**src/rtl/owire_pkg.sv**
```systemverilog
`timescale 1ns/1ps
package owire_pkg;

  typedef enum logic [2:0] {
    ST_BRK,
    ST_CMD,
    ST_WDATA,
    ST_TURN,
    ST_TX
  } ow_state_e;

  typedef enum logic [1:0] {
    PW_ONE,
    PW_ZERO,
    PW_FRAME,
    PW_BREAK
  } pw_class_e;

  // decision point between a short and a long low pulse
  function automatic int unsigned bit_threshold(input int unsigned low1,
                                                input int unsigned low0);
    return (low1 + low0) / 2;
  endfunction

  // class of a completed low pulse of w cycles
  function automatic pw_class_e classify_width(input int unsigned w,
                                               input int unsigned thr,
                                               input int unsigned maxlow,
                                               input int unsigned brk);
    if (w < thr)           return PW_ONE;
    else if (w <= maxlow)  return PW_ZERO;
    else if (w < brk)      return PW_FRAME;
    else                   return PW_BREAK;
  endfunction

  // device low time for one transmitted bit
  function automatic int unsigned tx_low_len(input logic b,
                                             input int unsigned low1,
                                             input int unsigned low0);
    return b ? low1 : low0;
  endfunction

endpackage

```
**src/rtl/owire_sync.sv**
```systemverilog
`timescale 1ns/1ps
module owire_sync #(
  parameter int unsigned STAGES = 2
) (
  input  logic clk,
  input  logic rst_n,
  input  logic line_i,
  output logic line_s,
  output logic rise
);

  // STAGES synchroniser flops plus one history flop for edge detection
  logic [STAGES:0] pipe;

  always_ff @(posedge clk or negedge rst_n) begin
    if (!rst_n) pipe <= '1;
    else        pipe <= {pipe[STAGES-1:0], line_i};
  end

  assign line_s = pipe[STAGES-1];
  assign rise   = pipe[STAGES-1] & ~pipe[STAGES];

endmodule

```
**src/rtl/owire_pulse_meter.sv**
```systemverilog
`timescale 1ns/1ps
module owire_pulse_meter
  import owire_pkg::*;
#(
  parameter int unsigned THR_CYC    = 40,
  parameter int unsigned MAXLOW_CYC = 100,
  parameter int unsigned BREAK_CYC  = 200,
  parameter int unsigned BRECOV_CYC = 40
) (
  input  logic clk,
  input  logic rst_n,
  input  logic line_s,
  input  logic rise,
  output logic bit_evt,
  output logic bit_val,
  output logic frame_evt,
  output logic brk_evt,
  output logic recov_evt
);

  localparam int unsigned LW = $clog2(BREAK_CYC + 1);
  localparam int unsigned HW = $clog2(BRECOV_CYC + 1);

  logic [LW-1:0] low_cnt;
  logic [HW-1:0] hi_cnt;
  logic          brk_pend;
  pw_class_e     cls;

  always_ff @(posedge clk or negedge rst_n) begin
    if (!rst_n) begin
      low_cnt  <= '0;
      hi_cnt   <= '0;
      brk_pend <= 1'b0;
    end else begin
      if (!line_s) begin
        if (low_cnt != LW'(BREAK_CYC)) low_cnt <= low_cnt + LW'(1);
        hi_cnt <= '0;
      end else begin
        low_cnt <= '0;
        if (hi_cnt != HW'(BRECOV_CYC)) hi_cnt <= hi_cnt + HW'(1);
      end
      if (brk_evt)        brk_pend <= 1'b1;
      else if (recov_evt) brk_pend <= 1'b0;
    end
  end

  // low_cnt holds the finished pulse width in the cycle the rise is seen
  assign cls       = classify_width(32'(low_cnt), THR_CYC, MAXLOW_CYC, BREAK_CYC);
  assign bit_evt   = rise && (cls == PW_ONE || cls == PW_ZERO);
  assign bit_val   = (cls == PW_ONE);
  assign frame_evt = rise && (cls == PW_FRAME);
  assign brk_evt   = !line_s && (low_cnt == LW'(BREAK_CYC - 1));
  assign recov_evt = brk_pend && line_s && (hi_cnt == HW'(BRECOV_CYC - 1));

endmodule

```
**src/rtl/owire_regfile.sv**
```systemverilog
`timescale 1ns/1ps
module owire_regfile #(
  parameter int unsigned DEPTH = 16,
  localparam int unsigned AW   = $clog2(DEPTH)
) (
  input  logic          clk,
  input  logic          rst_n,
  input  logic          wr_en,
  input  logic [AW-1:0] addr,
  input  logic [7:0]    wr_data,
  output logic [7:0]    rd_data
);

  logic [7:0] mem [DEPTH];

  always_ff @(posedge clk or negedge rst_n) begin
    if (!rst_n) begin
      for (int i = 0; i < int'(DEPTH); i++) mem[i] <= 8'h00;
    end else if (wr_en) begin
      mem[addr] <= wr_data;
    end
  end

  assign rd_data = mem[addr];

endmodule

```
**src/rtl/owire_link_ctrl.sv**
```systemverilog
`timescale 1ns/1ps
module owire_link_ctrl
  import owire_pkg::*;
#(
  parameter int unsigned AW       = 4,
  parameter int unsigned LOW1_CYC = 20,
  parameter int unsigned LOW0_CYC = 60,
  parameter int unsigned BIT_CYC  = 120,
  parameter int unsigned TURN_CYC = 50
) (
  input  logic          clk,
  input  logic          rst_n,
  input  logic          bit_evt,
  input  logic          bit_val,
  input  logic          frame_evt,
  input  logic          brk_evt,
  input  logic          recov_evt,
  input  logic [7:0]    rd_data,
  output logic [AW-1:0] addr,
  output logic          wr_en,
  output logic [7:0]    wr_data,
  output logic          pull,
  output ow_state_e     state
);

  localparam int unsigned TMAX = (BIT_CYC > TURN_CYC) ? BIT_CYC : TURN_CYC;
  localparam int unsigned TW   = $clog2(TMAX + 1);

  ow_state_e     st;
  logic [7:0]    shreg;
  logic [2:0]    bcnt;
  logic [AW-1:0] addr_q;
  logic [7:0]    txreg;
  logic [2:0]    tbit;
  logic [TW-1:0] tcnt;
  logic [7:0]    rx_byte;
  logic          rx_state;

  assign rx_byte  = {bit_val, shreg[7:1]};
  assign rx_state = (st == ST_CMD) || (st == ST_WDATA);

  always_ff @(posedge clk or negedge rst_n) begin
    if (!rst_n) begin
      st     <= ST_CMD;
      shreg  <= '0;
      bcnt   <= '0;
      addr_q <= '0;
      txreg  <= '0;
      tbit   <= '0;
      tcnt   <= '0;
    end else if (brk_evt) begin
      st   <= ST_BRK;
      bcnt <= '0;
    end else begin
      unique case (st)
        ST_BRK: begin
          if (recov_evt) begin
            st   <= ST_CMD;
            bcnt <= '0;
          end
        end
        ST_CMD, ST_WDATA: begin
          if (frame_evt) begin
            st   <= ST_CMD;
            bcnt <= '0;
          end else if (bit_evt) begin
            shreg <= rx_byte;
            bcnt  <= bcnt + 3'd1;
            if (bcnt == 3'd7) begin
              if (st == ST_WDATA) begin
                st <= ST_CMD;
              end else begin
                addr_q <= rx_byte[AW-1:0];
                tcnt   <= '0;
                st     <= rx_byte[7] ? ST_WDATA : ST_TURN;
              end
            end
          end
        end
        ST_TURN: begin
          if (tcnt == TW'(TURN_CYC - 1)) begin
            st    <= ST_TX;
            tcnt  <= '0;
            tbit  <= '0;
            txreg <= rd_data;
          end else begin
            tcnt <= tcnt + TW'(1);
          end
        end
        ST_TX: begin
          if (tcnt == TW'(BIT_CYC - 1)) begin
            tcnt <= '0;
            if (tbit == 3'd7) begin
              st   <= ST_CMD;
              bcnt <= '0;
            end else begin
              tbit  <= tbit + 3'd1;
              txreg <= {1'b0, txreg[7:1]};
            end
          end else begin
            tcnt <= tcnt + TW'(1);
          end
        end
        default: st <= ST_CMD;
      endcase
    end
  end

  assign wr_en   = (st == ST_WDATA) && bit_evt && (bcnt == 3'd7) && !brk_evt;
  assign wr_data = rx_byte;
  assign addr    = addr_q;
  assign pull    = (st == ST_TX) &&
                   (32'(tcnt) < tx_low_len(txreg[0], LOW1_CYC, LOW0_CYC));
  assign state   = st;

endmodule

```
**src/rtl/owire_slave.sv**
```systemverilog
`timescale 1ns/1ps
module owire_slave
  import owire_pkg::*;
#(
  parameter int unsigned DEPTH      = 16,
  parameter int unsigned LOW1_CYC   = 20,
  parameter int unsigned LOW0_CYC   = 60,
  parameter int unsigned MAXLOW_CYC = 100,
  parameter int unsigned BREAK_CYC  = 200,
  parameter int unsigned BRECOV_CYC = 40,
  parameter int unsigned BIT_CYC    = 120,
  parameter int unsigned TURN_CYC   = 50
) (
  input  logic clk,
  input  logic rst_n,
  input  logic line_i,
  output logic line_pull_o
);

  localparam int unsigned AW      = $clog2(DEPTH);
  localparam int unsigned THR_CYC = bit_threshold(LOW1_CYC, LOW0_CYC);

  // named internal events, also observed by the bound checker
  logic          line_s;
  logic          rise;
  logic          bit_evt;
  logic          bit_val;
  logic          frame_evt;
  logic          brk_evt;
  logic          recov_evt;
  logic          wr_en;
  logic [AW-1:0] reg_addr;
  logic [7:0]    wr_data;
  logic [7:0]    rd_data;
  ow_state_e     state;

  owire_sync #(.STAGES(2)) u_sync (
    .clk    (clk),
    .rst_n  (rst_n),
    .line_i (line_i),
    .line_s (line_s),
    .rise   (rise)
  );

  owire_pulse_meter #(
    .THR_CYC    (THR_CYC),
    .MAXLOW_CYC (MAXLOW_CYC),
    .BREAK_CYC  (BREAK_CYC),
    .BRECOV_CYC (BRECOV_CYC)
  ) u_meter (
    .clk       (clk),
    .rst_n     (rst_n),
    .line_s    (line_s),
    .rise      (rise),
    .bit_evt   (bit_evt),
    .bit_val   (bit_val),
    .frame_evt (frame_evt),
    .brk_evt   (brk_evt),
    .recov_evt (recov_evt)
  );

  owire_link_ctrl #(
    .AW       (AW),
    .LOW1_CYC (LOW1_CYC),
    .LOW0_CYC (LOW0_CYC),
    .BIT_CYC  (BIT_CYC),
    .TURN_CYC (TURN_CYC)
  ) u_ctrl (
    .clk       (clk),
    .rst_n     (rst_n),
    .bit_evt   (bit_evt),
    .bit_val   (bit_val),
    .frame_evt (frame_evt),
    .brk_evt   (brk_evt),
    .recov_evt (recov_evt),
    .rd_data   (rd_data),
    .addr      (reg_addr),
    .wr_en     (wr_en),
    .wr_data   (wr_data),
    .pull      (line_pull_o),
    .state     (state)
  );

  owire_regfile #(.DEPTH(DEPTH)) u_regs (
    .clk     (clk),
    .rst_n   (rst_n),
    .wr_en   (wr_en),
    .addr    (reg_addr),
    .wr_data (wr_data),
    .rd_data (rd_data)
  );

endmodule

```
**config.mk**
```make
export PLATFORM = sky130hd
export DESIGN_NAME = owire_slave
export DESIGN_NICKNAME = d
export VERILOG_FILES = /design/src/rtl/owire_pkg.sv /design/src/rtl/owire_sync.sv /design/src/rtl/owire_pulse_meter.sv /design/src/rtl/owire_regfile.sv /design/src/rtl/owire_link_ctrl.sv /design/src/rtl/owire_slave.sv
export SDC_FILE = /design/constraint.sdc
export NUM_CORES = 1
export LEC_CHECK = 0
export BUFFER_PORTS_ARGS = -buffer_cell sky130_fd_sc_hd__buf_2
export CAP_MARGIN = 0
export CELL_PAD_IN_SITES_DETAIL_PLACEMENT = 1
export CELL_PAD_IN_SITES_GLOBAL_PLACEMENT = 1
export CORE_ASPECT_RATIO = 0.7
export CORE_MARGIN = 4
export CORE_UTILIZATION = 30
export CTS_CLUSTER_SIZE = 24
export DETAILED_ROUTE_END_ITERATION = 6
export GPL_TIMING_DRIVEN = 1
export HOLD_SLACK_MARGIN = 0.15
export PLACE_DENSITY_LB_ADDON = 0.1
export REMOVE_ABC_BUFFERS = 1
export SLEW_MARGIN = 30
export SYNTH_ARGS = -nofsm -noshare
export SYNTH_HDL_FRONTEND = slang
export SYNTH_HIERARCHICAL = 1
export SYNTH_SLANG_ARGS = --single-unit
export TNS_END_PERCENT = 10
```
**constraint.sdc**
```tcl
create_clock -name clk -period 6.4 [get_ports clk]
set_input_delay 0 -clock clk [delete_from_list [all_inputs] [get_ports clk]]
set_output_delay 0 -clock clk [all_outputs]
set_load 0.01 [all_outputs]
```
==> results.json <==
{
  "grt_antenna_before_repair": 1,
  "multiInputGateArea_mm2": 0.00409,
  "route.detailed.drc": 0,
  "cts_tree": "built",
  "clock_sinks": 181,
  "die_area_mm2": 0.0326,
  "synth-edff-count": 0,
  "grt_max_degree": 85,
  "vias": 5304,
  "layout.nets": 659,
  "worstHoldPathType": "in -> async",
  "synth_ff_type": "dfrtp_1",
  "synthDistinctLibCells": 73,
  "status": "completed",
  "start_kind": "flip-flop",
  "dieWidth_um": 214,
  "synth_area_leaders": "dfrtp_1 (50%), mux2_2 (18%), mux4_2 (8.1%)",
  "slew_headroom_pct": 45.4,
  "fill_cells": 3029,
  "fmax_mhz": 293,
  "ant_nets": 0,
  "path_class": "reg -> reg",
  "chipHeight_um": 152,
  "fin_util_pct": 33.9,
  "reg2reg_setup_slack_ps": 2990,
  "synthCells": 652,
  "place_hpwl_mm": 14.7,
  "cts_max_level": 4,
  "vdd_drop_max_uv": 141,
  "p_leak_nw": 4.56,
  "synth.top_cell.area_share_pct": 49.6,
  "rsz0062_at_grt": "no",
  "critical_path_required_ps": 6720,
  "gr-total-overflow": 0,
  "cellPowerDensity_mw_per_mm2": 232,
  "syn_area_mm2": 0.00892,
  "port-buffer-count": 3,
  "tightest_slew_ps": 819,
  "endpoint_kind": "flip-flop",
  "finalWorstSetupSlack_ps": 2990,
  "cts_resized": 0,
  "std_cell_rows": 52,
  "syn_to_final_growth_pct": 10.6,
  "yosysWarnings": 6,
  "root_buffer": "clkbuf_16",
  "yosys-top-cells-count": "dfrtp_1 (177), mux2_2 (142), nand2_1 (51), mux4_2 (32), nor2_1 (18)",
  "firstDrtPassIters": 4,
  "yosysMostFrequentCell": "dfrtp_1",
  "grt_usage_pct": 14.2,
  "synth-seq-cells": 181,
  "clock_latency_ps": 450,
  "regArea_mm2": 0.00454,
  "crit_fanout": 19,
  "pre_cts_ws_ps": 2930,
  "antennaDiodeCount": 0,
  "routedWlPerCell_um": 21.3,
  "initial_utilization_pct": 30.7,
  "grt_pass1_vias": 5759,
  "viasPerCell": 5.12,
  "drive_gt1_share_pct": 39.9,
  "period_needed_ps": 3410,
  "pin_count": 4,
  "hold_viol": 0,
  "finalSetupViolations": 0,
  "clockBufferDepth": 2,
  "setup_tns_ps": 0,
  "fin_crit_sh_pct": 53.3,
  "maxCapViolCount": 0,
  "finalMaxSlewViolations": 0,
  "worstPathArrival_ps": 3730,
  "synth.avg_cell_area_um2": 13.7,
  "core_mm2": 0.0291,
  "gp_congestion": 0.757,
  "finalWirelength_mm": 22.1,
  "initialDrtViolationCount": 297,
  "yosysTopAreaCell": "dfrtp_1",
  "seq_area_frac_synth_pct": 50.8,
  "async_flop_share_pct": 100,
  "fin_skew_ps": 14.5,
  "clk_pin_slew_ps": 70,
  "grt_pass1_wl_mm": 35.5,
  "cts_buffers": 17
}
-- where the power goes --
part           internal, W  switching (W)
clock network     0.000628       0.000473
logic           0.00000822      0.0000290
registers          0.00115     0.00000627
-- placed cells by master (no fill, tap or decap), types with 3 or more instances in the layout --
cell         n
clkbuf_16   17
mux2_4       7
nand3_1     11
a22o_1       3
mux2_2     142
nor2b_1      6
a22oi_1     16
inv_1       13
and3_1       3
nor3b_1      4
or3_1        7
a21oi_1      8
bufinv_16    3
mux2i_1      5
nand2_1     51
mux4_2      32
nor3_2       3
a221o_1      3
xor2_1       5
nor2_1      18
ha_1        12
dfstp_2      4
o21ai_0     10
clkinv_4     5
nand2b_1     5
buf_4        9
nand3_2      4
nor3_1       5
dfrtp_1    175
-- stage by stage --
step	power, W	cell area, um2	hold WS (ps)	instances
2_1_floorplan	0.00118	8660	-296	611
3_3_place_gp	0.00121	9240	108	1001
3_5_place_dp	0.00122	9240	108	1001
4_1_cts	0.00234	9870	169	1035
5_1_grt	0.00239	9870	189	1035
6_report	0.00229	9870	162	1035
-- registers in the layout, summed over array words and instances (netlist names) --
name	count
u_meter/low_cnt	8
u_ctrl/addr	4
u_sync/pipe	3
u_ctrl/tcnt	7
u_ctrl/bcnt	3
u_regs/mem	128
u_ctrl/tbit	3
u_meter/hi_cnt	6
u_ctrl/state	3
u_ctrl/shreg	7
u_ctrl/txreg	8
u_meter/brk_pend	1
-- critical path, stage by stage (launching register included) --
cell,delay (ps)
dfstp_2,750
nor2b_4,220
nor3b_1,420
nand2_1,200
nor4_2,280
buf_4,250
and2b_1,230
and4b_1,520
mux2_2,390
-- repair_timing --
| item | in CTS | in global routing |
|---|---|---|
| hold endpoints to repair | 83 | 0 |
| hold buffers | 2 | 0 |
| setup endpoints to repair | 0 | 0 |
| buffers inserted | 0 | 0 |
-- final cells by class --
cell class | count | share of cell area (%)
inverters | 13 | 0.494
flip-flops and latches | 181 | 46.0
well taps | 378 | 4.79
multi-input cells | 417 | 41.4
clock inverters | 14 | 1.79
clock buffers | 18 | 4.45
repair buffers | 14 | 1.10
-- path summary, 6_finish.rpt --
| check | from | end | cells past startpoint |
|---|---|---|---|
| hold / removal | rst_n | u_meter/low_cnt[0] | 2 |
| max in group asynchronous | rst_n | u_ctrl/addr[0] | 3 |
| setup reg to reg | u_sync/pipe[1] | u_regs/mem[76] | 8 |
| min in group clk | line_i | u_sync/pipe[0] | 2 |
| setup / recovery | u_sync/pipe[1] | u_regs/mem[76] | 8 |
| hold reg to reg | u_sync/pipe[0] | u_sync/pipe[1] | 0 |
-- cell families after synthesis --
logic type | after synthesis | share of synthesized area, %
flops | 181 | 50.8
fa+ha+maj | 12 | 1.68
compound gates | 59 | 5.02
mux | 186 | 27.7
xor+xnor | 6 | 0.589
buf+inv | 54 | 3.55
simple gates | 154 | 10.6
-- routing by layer --
layer | routed length (um) | GRT usage, % | up-vias
li1 | - | - | 2389
met1 | 11300 | 21.4 | 2844
met2 | 9610 | 20.5 | 54
met3 | 893 | 3.01 | 17
met4 | 278 | 4.20 | 0
met5 | 0 | 0 | -
Note: power is estimated with default switching activity, not from simulation.
